[config.mk]
export PLATFORM = sky130hd
export DESIGN_NAME = dram_ctrl
export DESIGN_NICKNAME = d
export VERILOG_FILES = /design/src/rtl/dram_ctrl_pkg.sv /design/src/rtl/dram_refresh_timer.sv /design/src/rtl/dram_addr_mux.sv /design/src/rtl/dram_seq.sv /design/src/rtl/dram_ctrl.sv
export SDC_FILE = /design/constraint.sdc
export NUM_CORES = 1
export LEC_CHECK = 0
export ABC_AREA = 1
export BUFFER_PORTS_ARGS = -buffer_cell sky130_fd_sc_hd__buf_2
export CORE_MARGIN = 3
export CORE_UTILIZATION = 55
export DETAILED_ROUTE_END_ITERATION = 8
export PLACE_DENSITY = 0.85
export SETUP_SLACK_MARGIN = 0.2
export SLEW_MARGIN = 20
export SYNTH_ARGS = -nofsm -noshare
export SYNTH_HDL_FRONTEND = slang
export SYNTH_SLANG_ARGS = --single-unit
[constraint.sdc]
create_clock -name clk_i -period 3 [get_ports clk_i]
set_input_delay 0.6 -clock clk_i [delete_from_list [all_inputs] [get_ports clk_i]]
set_output_delay 0.6 -clock clk_i [all_outputs]
set_load 0.03 [all_outputs]
[src/rtl/dram_ctrl_pkg.sv]
package dram_ctrl_pkg;
  typedef enum logic [2:0] {
    ST_IDLE,
    ST_ROW,
    ST_COL,
    ST_PRE,
    ST_REF
  } seq_state_e;

  typedef enum logic [1:0] {
    MA_ROW,
    MA_COL,
    MA_REF
  } ma_sel_e;
endpackage

[src/rtl/dram_refresh_timer.sv]
module dram_refresh_timer #(
  parameter int CYCLES = 80,
  parameter int ROWS   = 128,
  localparam int CNT_W = $clog2(CYCLES),
  localparam int ROW_W = $clog2(ROWS)
) (
  input  logic             clk_i,
  input  logic             rst_ni,
  input  logic             take_i,
  input  logic             done_i,
  output logic             pend_o,
  output logic [ROW_W-1:0] row_o
);
  logic [CNT_W-1:0] cnt_q;
  logic [ROW_W-1:0] row_q;
  logic             pend_q;
  logic             expire;

  assign expire = (cnt_q == '0);

  always_ff @(posedge clk_i or negedge rst_ni) begin
    if (!rst_ni) begin
      cnt_q <= CNT_W'(CYCLES - 1);
    end else if (expire) begin
      cnt_q <= CNT_W'(CYCLES - 1);
    end else begin
      cnt_q <= cnt_q - 1'b1;
    end
  end

  // set wins over take so a due interval is never lost
  always_ff @(posedge clk_i or negedge rst_ni) begin
    if (!rst_ni)      pend_q <= 1'b0;
    else if (expire)  pend_q <= 1'b1;
    else if (take_i)  pend_q <= 1'b0;
  end

  always_ff @(posedge clk_i or negedge rst_ni) begin
    if (!rst_ni) begin
      row_q <= '0;
    end else if (done_i) begin
      row_q <= (row_q == ROW_W'(ROWS - 1)) ? '0 : row_q + 1'b1;
    end
  end

  assign pend_o = pend_q;
  assign row_o  = row_q;

  a_r5_expire_sets_pend : assert property (@(posedge clk_i) disable iff (!rst_ni)
    expire |=> pend_q);

  a_r6_row_moves_on_done : assert property (@(posedge clk_i) disable iff (!rst_ni)
    done_i |=> (row_q != $past(row_q)));

  a_r6_row_holds : assert property (@(posedge clk_i) disable iff (!rst_ni)
    !done_i |=> $stable(row_q));
endmodule

[src/rtl/dram_addr_mux.sv]
module dram_addr_mux
  import dram_ctrl_pkg::*;
#(
  parameter int ADDR_W = 16,
  parameter int MA_W   = 8,
  parameter int ROW_W  = 7
) (
  input  ma_sel_e           sel_i,
  input  logic [ADDR_W-1:0] addr_i,
  input  logic [ROW_W-1:0]  ref_row_i,
  output logic [MA_W-1:0]   ma_o
);
  logic [MA_W-1:0] row_part;
  logic [MA_W-1:0] col_part;
  logic [MA_W-1:0] ref_part;

  assign row_part = addr_i[ADDR_W-1 -: MA_W];
  assign col_part = addr_i[MA_W-1:0];

  generate
    if (ROW_W < MA_W) begin : g_pad
      assign ref_part = {{(MA_W - ROW_W){1'b0}}, ref_row_i};
    end else begin : g_trim
      assign ref_part = ref_row_i[MA_W-1:0];
    end
  endgenerate

  always_comb begin
    unique case (sel_i)
      MA_ROW:  ma_o = row_part;
      MA_COL:  ma_o = col_part;
      MA_REF:  ma_o = ref_part;
      default: ma_o = '0;
    endcase
  end
endmodule

[src/rtl/dram_seq.sv]
module dram_seq
  import dram_ctrl_pkg::*;
#(
  parameter int ADDR_W = 16,
  parameter int DATA_W = 8
) (
  input  logic              clk_i,
  input  logic              rst_ni,
  input  logic              req_i,
  input  logic              we_i,
  input  logic [ADDR_W-1:0] addr_i,
  input  logic [DATA_W-1:0] wdata_i,
  input  logic              ref_pend_i,
  input  logic [DATA_W-1:0] q_i,
  output logic              ref_take_o,
  output logic              ref_done_o,
  output ma_sel_e           ma_sel_o,
  output logic [ADDR_W-1:0] addr_o,
  output logic              ras_no,
  output logic              cas_no,
  output logic              we_no,
  output logic [DATA_W-1:0] d_o,
  output logic              ack_o,
  output logic [DATA_W-1:0] rdata_o
);
  seq_state_e        state_q, state_d;
  logic [ADDR_W-1:0] addr_q;
  logic [DATA_W-1:0] wdata_q, rdata_q;
  logic              we_q, ack_q;
  logic              accept;

  assign ref_take_o = (state_q == ST_IDLE) && ref_pend_i;
  assign accept     = (state_q == ST_IDLE) && !ref_pend_i && req_i;
  assign ref_done_o = (state_q == ST_REF);

  always_comb begin
    state_d = state_q;
    unique case (state_q)
      ST_IDLE: begin
        if (ref_pend_i)  state_d = ST_REF;
        else if (req_i)  state_d = ST_ROW;
      end
      ST_ROW:  state_d = ST_COL;
      ST_COL:  state_d = ST_PRE;
      ST_PRE:  state_d = ST_IDLE;
      ST_REF:  state_d = ST_PRE;
      default: state_d = ST_IDLE;
    endcase
  end

  always_ff @(posedge clk_i or negedge rst_ni) begin
    if (!rst_ni) state_q <= ST_IDLE;
    else         state_q <= state_d;
  end

  always_ff @(posedge clk_i or negedge rst_ni) begin
    if (!rst_ni) begin
      addr_q  <= '0;
      wdata_q <= '0;
      we_q    <= 1'b0;
    end else if (accept) begin
      addr_q  <= addr_i;
      wdata_q <= wdata_i;
      we_q    <= we_i;
    end
  end

  always_ff @(posedge clk_i or negedge rst_ni) begin
    if (!rst_ni) begin
      ack_q   <= 1'b0;
      rdata_q <= '0;
    end else begin
      ack_q <= (state_q == ST_COL);
      if (state_q == ST_COL && !we_q) rdata_q <= q_i;
    end
  end

  always_comb begin
    unique case (state_q)
      ST_COL:  ma_sel_o = MA_COL;
      ST_REF:  ma_sel_o = MA_REF;
      default: ma_sel_o = MA_ROW;
    endcase
  end

  assign ras_no  = !(state_q == ST_ROW || state_q == ST_COL || state_q == ST_REF);
  assign cas_no  = !(state_q == ST_COL);
  assign we_no   = !((state_q == ST_COL) && we_q);
  assign d_o     = wdata_q;
  assign addr_o  = addr_q;
  assign ack_o   = ack_q;
  assign rdata_o = rdata_q;

  a_r2_cas_inside_ras : assert property (@(posedge clk_i) disable iff (!rst_ni)
    !cas_no |-> !ras_no);

  a_r2_ras_before_cas : assert property (@(posedge clk_i) disable iff (!rst_ni)
    $fell(ras_no) |-> cas_no);

  a_r3_we_only_in_col : assert property (@(posedge clk_i) disable iff (!rst_ni)
    !we_no |-> !cas_no);

  a_r4_ack_single : assert property (@(posedge clk_i) disable iff (!rst_ni)
    ack_o |=> !ack_o);

  a_r4_ack_after_col : assert property (@(posedge clk_i) disable iff (!rst_ni)
    !cas_no |=> ack_o);

  a_r7_refresh_first : assert property (@(posedge clk_i) disable iff (!rst_ni)
    (state_q == ST_IDLE && ref_pend_i) |=> (state_q == ST_REF));

  a_r8_precharge : assert property (@(posedge clk_i) disable iff (!rst_ni)
    $rose(ras_no) |=> ras_no);
endmodule

[src/rtl/dram_ctrl.sv]
module dram_ctrl
  import dram_ctrl_pkg::*;
#(
  parameter int ADDR_W     = 16,
  parameter int DATA_W     = 8,
  parameter int MA_W       = 8,
  parameter int REF_ROWS   = 128,
  parameter int REF_CYCLES = 80
) (
  input  logic              clk_i,
  input  logic              rst_ni,
  input  logic              req_i,
  input  logic              we_i,
  input  logic [ADDR_W-1:0] addr_i,
  input  logic [DATA_W-1:0] wdata_i,
  output logic              ack_o,
  output logic [DATA_W-1:0] rdata_o,
  output logic [MA_W-1:0]   ma_o,
  output logic              ras_no,
  output logic              cas_no,
  output logic              we_no,
  output logic [DATA_W-1:0] d_o,
  input  logic [DATA_W-1:0] q_i
);
  localparam int ROW_W = $clog2(REF_ROWS);

  logic              ref_pend, ref_take, ref_done;
  logic [ROW_W-1:0]  ref_row;
  logic [ADDR_W-1:0] addr_lat;
  ma_sel_e           ma_sel;

  dram_refresh_timer #(
    .CYCLES (REF_CYCLES),
    .ROWS   (REF_ROWS)
  ) u_timer (
    .clk_i  (clk_i),
    .rst_ni (rst_ni),
    .take_i (ref_take),
    .done_i (ref_done),
    .pend_o (ref_pend),
    .row_o  (ref_row)
  );

  dram_seq #(
    .ADDR_W (ADDR_W),
    .DATA_W (DATA_W)
  ) u_seq (
    .clk_i      (clk_i),
    .rst_ni     (rst_ni),
    .req_i      (req_i),
    .we_i       (we_i),
    .addr_i     (addr_i),
    .wdata_i    (wdata_i),
    .ref_pend_i (ref_pend),
    .q_i        (q_i),
    .ref_take_o (ref_take),
    .ref_done_o (ref_done),
    .ma_sel_o   (ma_sel),
    .addr_o     (addr_lat),
    .ras_no     (ras_no),
    .cas_no     (cas_no),
    .we_no      (we_no),
    .d_o        (d_o),
    .ack_o      (ack_o),
    .rdata_o    (rdata_o)
  );

  dram_addr_mux #(
    .ADDR_W (ADDR_W),
    .MA_W   (MA_W),
    .ROW_W  (ROW_W)
  ) u_mux (
    .sel_i     (ma_sel),
    .addr_i    (addr_lat),
    .ref_row_i (ref_row),
    .ma_o      (ma_o)
  );
endmodule

==> flow_metrics.tcl <==
set metrics [dict create \
    grt-busiest-layer "met2" \
    min-delay-path-class "primary input to async pin" \
    antenna_violating_nets_left 0 \
    number_of_global_route_vias_before_repair 1821 \
    critical_path.max_fanout 9 \
    num_io_pins 64 \
    drive_above_1_share 0.268 \
    finalWorstSetupSlack_ns 0.567 \
    cp.arrival_ns 1.83 \
    grt_first_pass_wirelength_um 7870 \
    pwr_density_cell_mw_per_mm2 953 \
    initial_utilization 0.581 \
    grtUsageMet2 0.326 \
    rsz0062_at_grt "false" \
    r2r.worst_path.cells 5 \
    antenna_found_initial 0 \
    crit-reg2reg-capture "u_seq.addr_o[8]" \
    outcome "finished clean" \
    cts_inserted_buffers 5 \
    timing.max_cap.violations 0 \
    synth.yosys.seq_area_share 0.555 \
    vdd.ir_drop.worst_v 0.000541 \
    y_dimension_of_the_die_um 71.5 \
    clk_root_buffer_cell "clkbuf_8" \
    finish.utilization 0.683 \
    drc 0 \
    timing.reg2reg.setup_slack_ns 1.06 \
    tritoncts "yes" \
    synth_fp_nets 314 \
    grt_use_met1 0.238 \
    dr.first_iter.drc_count 98 \
    synthesis.instances 275 \
    fmax_mhz 411 \
    crit-reg2reg-launch "u_seq.state_q[1]" \
    die_w_um 71.5 \
    pre_cts_ws_ns 0.932 \
    via_count 1851 \
    groute.layer.met3.usage 0.0589 \
    final.period_utilization 0.811 \
    timing.max_slew.rel_slack 0.471 \
    ctsLongestPathBuffers 2 \
    synth_largest_type_area_fraction 0.499 \
    post_cts_buffers 0 \
    setup-tns-final_ns 0 \
    cts_hold_buffers 0 \
    worst_path_max_delay_cell "dfrtp_1" \
    ys_types 27 \
    layout_min_cycle_time_ns 2.43 \
    largest_net_degree_at_the_start_of_global_routing 52 \
    std_cell_rows 23 \
    final_nets 378 \
    timing.critical_path.slowest_cell_delay_ns 0.44 \
    ys_seq_elements 52 \
    leakage_component_of_the_power_nw 1.57 \
    timing.critical_path.to "ma_o[3]" \
    report.final.slew_viol_count 0 \
    final_hold_viol_count 0 \
    layout_commonest_cell "nand2_1" \
    yosys.area.top_type "dfrtp_1" \
    worstPathRequired_ns 2.40 \
    gpl_wtd_cong 0.813 \
    cp-startpoint "u_seq.state_q[1]" \
    wl_um 4530 \
    syn-mean-instance-area_sq_um 8.57 \
    cp_common_cell "nand2_1" \
    post_cts_resized 0 \
    total_global_routing_overflow 0 \
    synth.yosys.warnings 0 \
    finalPower_mw 2.64 \
    worst_setup_path_start_kind "flip-flop" \
    path_class "flip-flop to output pin" \
    path_cells "nor2_2 -> nand2_2 -> nand2_1 -> clkinv_1 -> nand2_1 -> o211ai_1 -> buf_2" \
    cts.sinks 52 \
    final.setup_skew_ns 0.00467 \
    globalRouteTotalUtil 0.195 \
    wl_per_cell_um 11.6 \
    clock_latency_ns 0.30 \
    avgViaCountPerCell 4.75 \
    leading_cell_types_by_total_area_after_synthesis "dfrtp_1, nand2_1, inv_1, o21ai_0, dfstp_2" \
    cts_max_level 2 \
    hpwl_um 3350 \
    finalSetupViolCount 0 \
    placeableCoreArea_sq_mm 0.00406 \
    post_synthesis_instance_area_sq_mm 0.00236 \
    worstMarginPinSlew_ns 0.793 \
    n_antenna_cell 0 \
    clock_input_transition_at_the_sequential_cells_of_the_worst_setup_and_hold_paths_ns 0.09 \
    area_delta_synth_final_pct 17.7 \
    worstSetupEndpointType "output pin" \
    firstDrtPassIters 4 \
    most-common-layout-cells "nand2_1, buf_2, inv_1" \
    port_buffers 63 \
    die-area_sq_mm 0.00511 \
]
==> area by class of cell <==
| type | instances | area (sq um) |
|---|---|---|
| flip-flops and latches | 52 | 1310 |
| fillers | 312 | 1280 |
| multi-input cells | 162 | 792 |
| repair buffers | 64 | 323 |
| inverters | 54 | 203 |
| clock buffers | 7 | 76.3 |
| well taps | 50 | 62.6 |
| clock inverters | 1 | 8.76 |
==> cell families after synthesis <==
group | synth area share
DFF | 0.555
and+or+nand+nor | 0.204
adders and majority gates | 0.0159
xor gates and xnor gates | 0.0149
buffers and inverters | 0.109
AOI/OAI and AO/OA | 0.101
==> layer usage <==
metal,share of wire,vias to the layer above
li1,-,963
met1,0.44,836
met2,0.48,45
met3,0.057,7
met4,0.016,0
met5,0,-
==> cells in the mapped netlist <==
| cell type | instances |
|---|---|
| nor2_1 | 14 |
| xnor2_1 | 1 |
| nor2_2 | 1 |
| clkinv_1 | 3 |
| buf_6 | 1 |
| o21ai_1 | 1 |
| nand2_1 | 75 |
| buf_12 | 1 |
| o211ai_1 | 1 |
| nand2_2 | 3 |
| buf_2 | 3 |
| dfstp_2 | 5 |
| clkbuf_1 | 2 |
| o21ai_0 | 28 |
| ha_1 | 3 |
| nand4_1 | 1 |
| o21ai_2 | 8 |
| a21oi_1 | 3 |
| xor2_1 | 3 |
| dfrtp_1 | 47 |
| or2_1 | 1 |
| nand3_1 | 14 |
| inv_2 | 2 |
| nand3b_1 | 2 |
| inv_1 | 49 |
| nor3_1 | 1 |
| nand3_2 | 2 |
==> registers in the layout (all words and copies together), names as in the netlist <==
| register | cells |
|---|---|
| u_seq.d_o | 8 |
| u_seq.we_q | 1 |
| u_timer.cnt_q | 7 |
| u_seq.ack_o | 1 |
| u_seq.rdata_o | 8 |
| u_timer.pend_o | 1 |
| u_timer.row_o | 7 |
| u_seq.state_q | 3 |
| u_seq.addr_o | 16 |
==> report_power, final <==
part | internal, mW | total (mW) | switching (mW)
Clock | 0.167 | 0.383 | 0.216
Sequential | 0.934 | 1.07 | 0.133
Combinational | 0.344 | 1.19 | 0.849
Total | 1.44 | 2.64 | 1.20
==> worst min path at each step <==
stage / endpoint / slack, ns / from / depth (start not counted)
2_1_floorplan: u_seq.ack_o / 0.30 / rst_ni / 0
4_1_cts: u_seq.rdata_o[4] / 0.23 / rst_ni / 1
3_5_place_dp: u_timer.cnt_q[0] / 0.44 / u_timer.cnt_q[0] / 1
3_3_place_gp: u_timer.cnt_q[0] / 0.44 / u_timer.cnt_q[0] / 1
5_1_grt: u_seq.rdata_o[4] / 0.25 / rst_ni / 1
6_report: u_seq.rdata_o[4] / 0.23 / rst_ni / 1
==> stage by stage <==
| step | cell area [sq um] | std cells | hold slack (ns) |
|---|---|---|---|
| final | 2770 | 390 | 0.226 |
| after global routing | 2770 | 390 | 0.248 |
| after CTS | 2770 | 390 | 0.232 |
| after detailed placement | 2690 | 382 | 0.441 |
| after global placement | 2690 | 382 | 0.435 |
| after floorplan | 2360 | 275 | 0.304 |
==> worst max-delay path: cells and delay by family, from the launching register on <==
family / cells / cell delay [ns]
flip-flops: 1 / 0.44
AO/OA/AOI/OAI: 1 / 0.09
buffers and inverters: 2 / 0.46
AND/OR/NAND/NOR: 4 / 0.55
(Power assumes the default switching activity.)
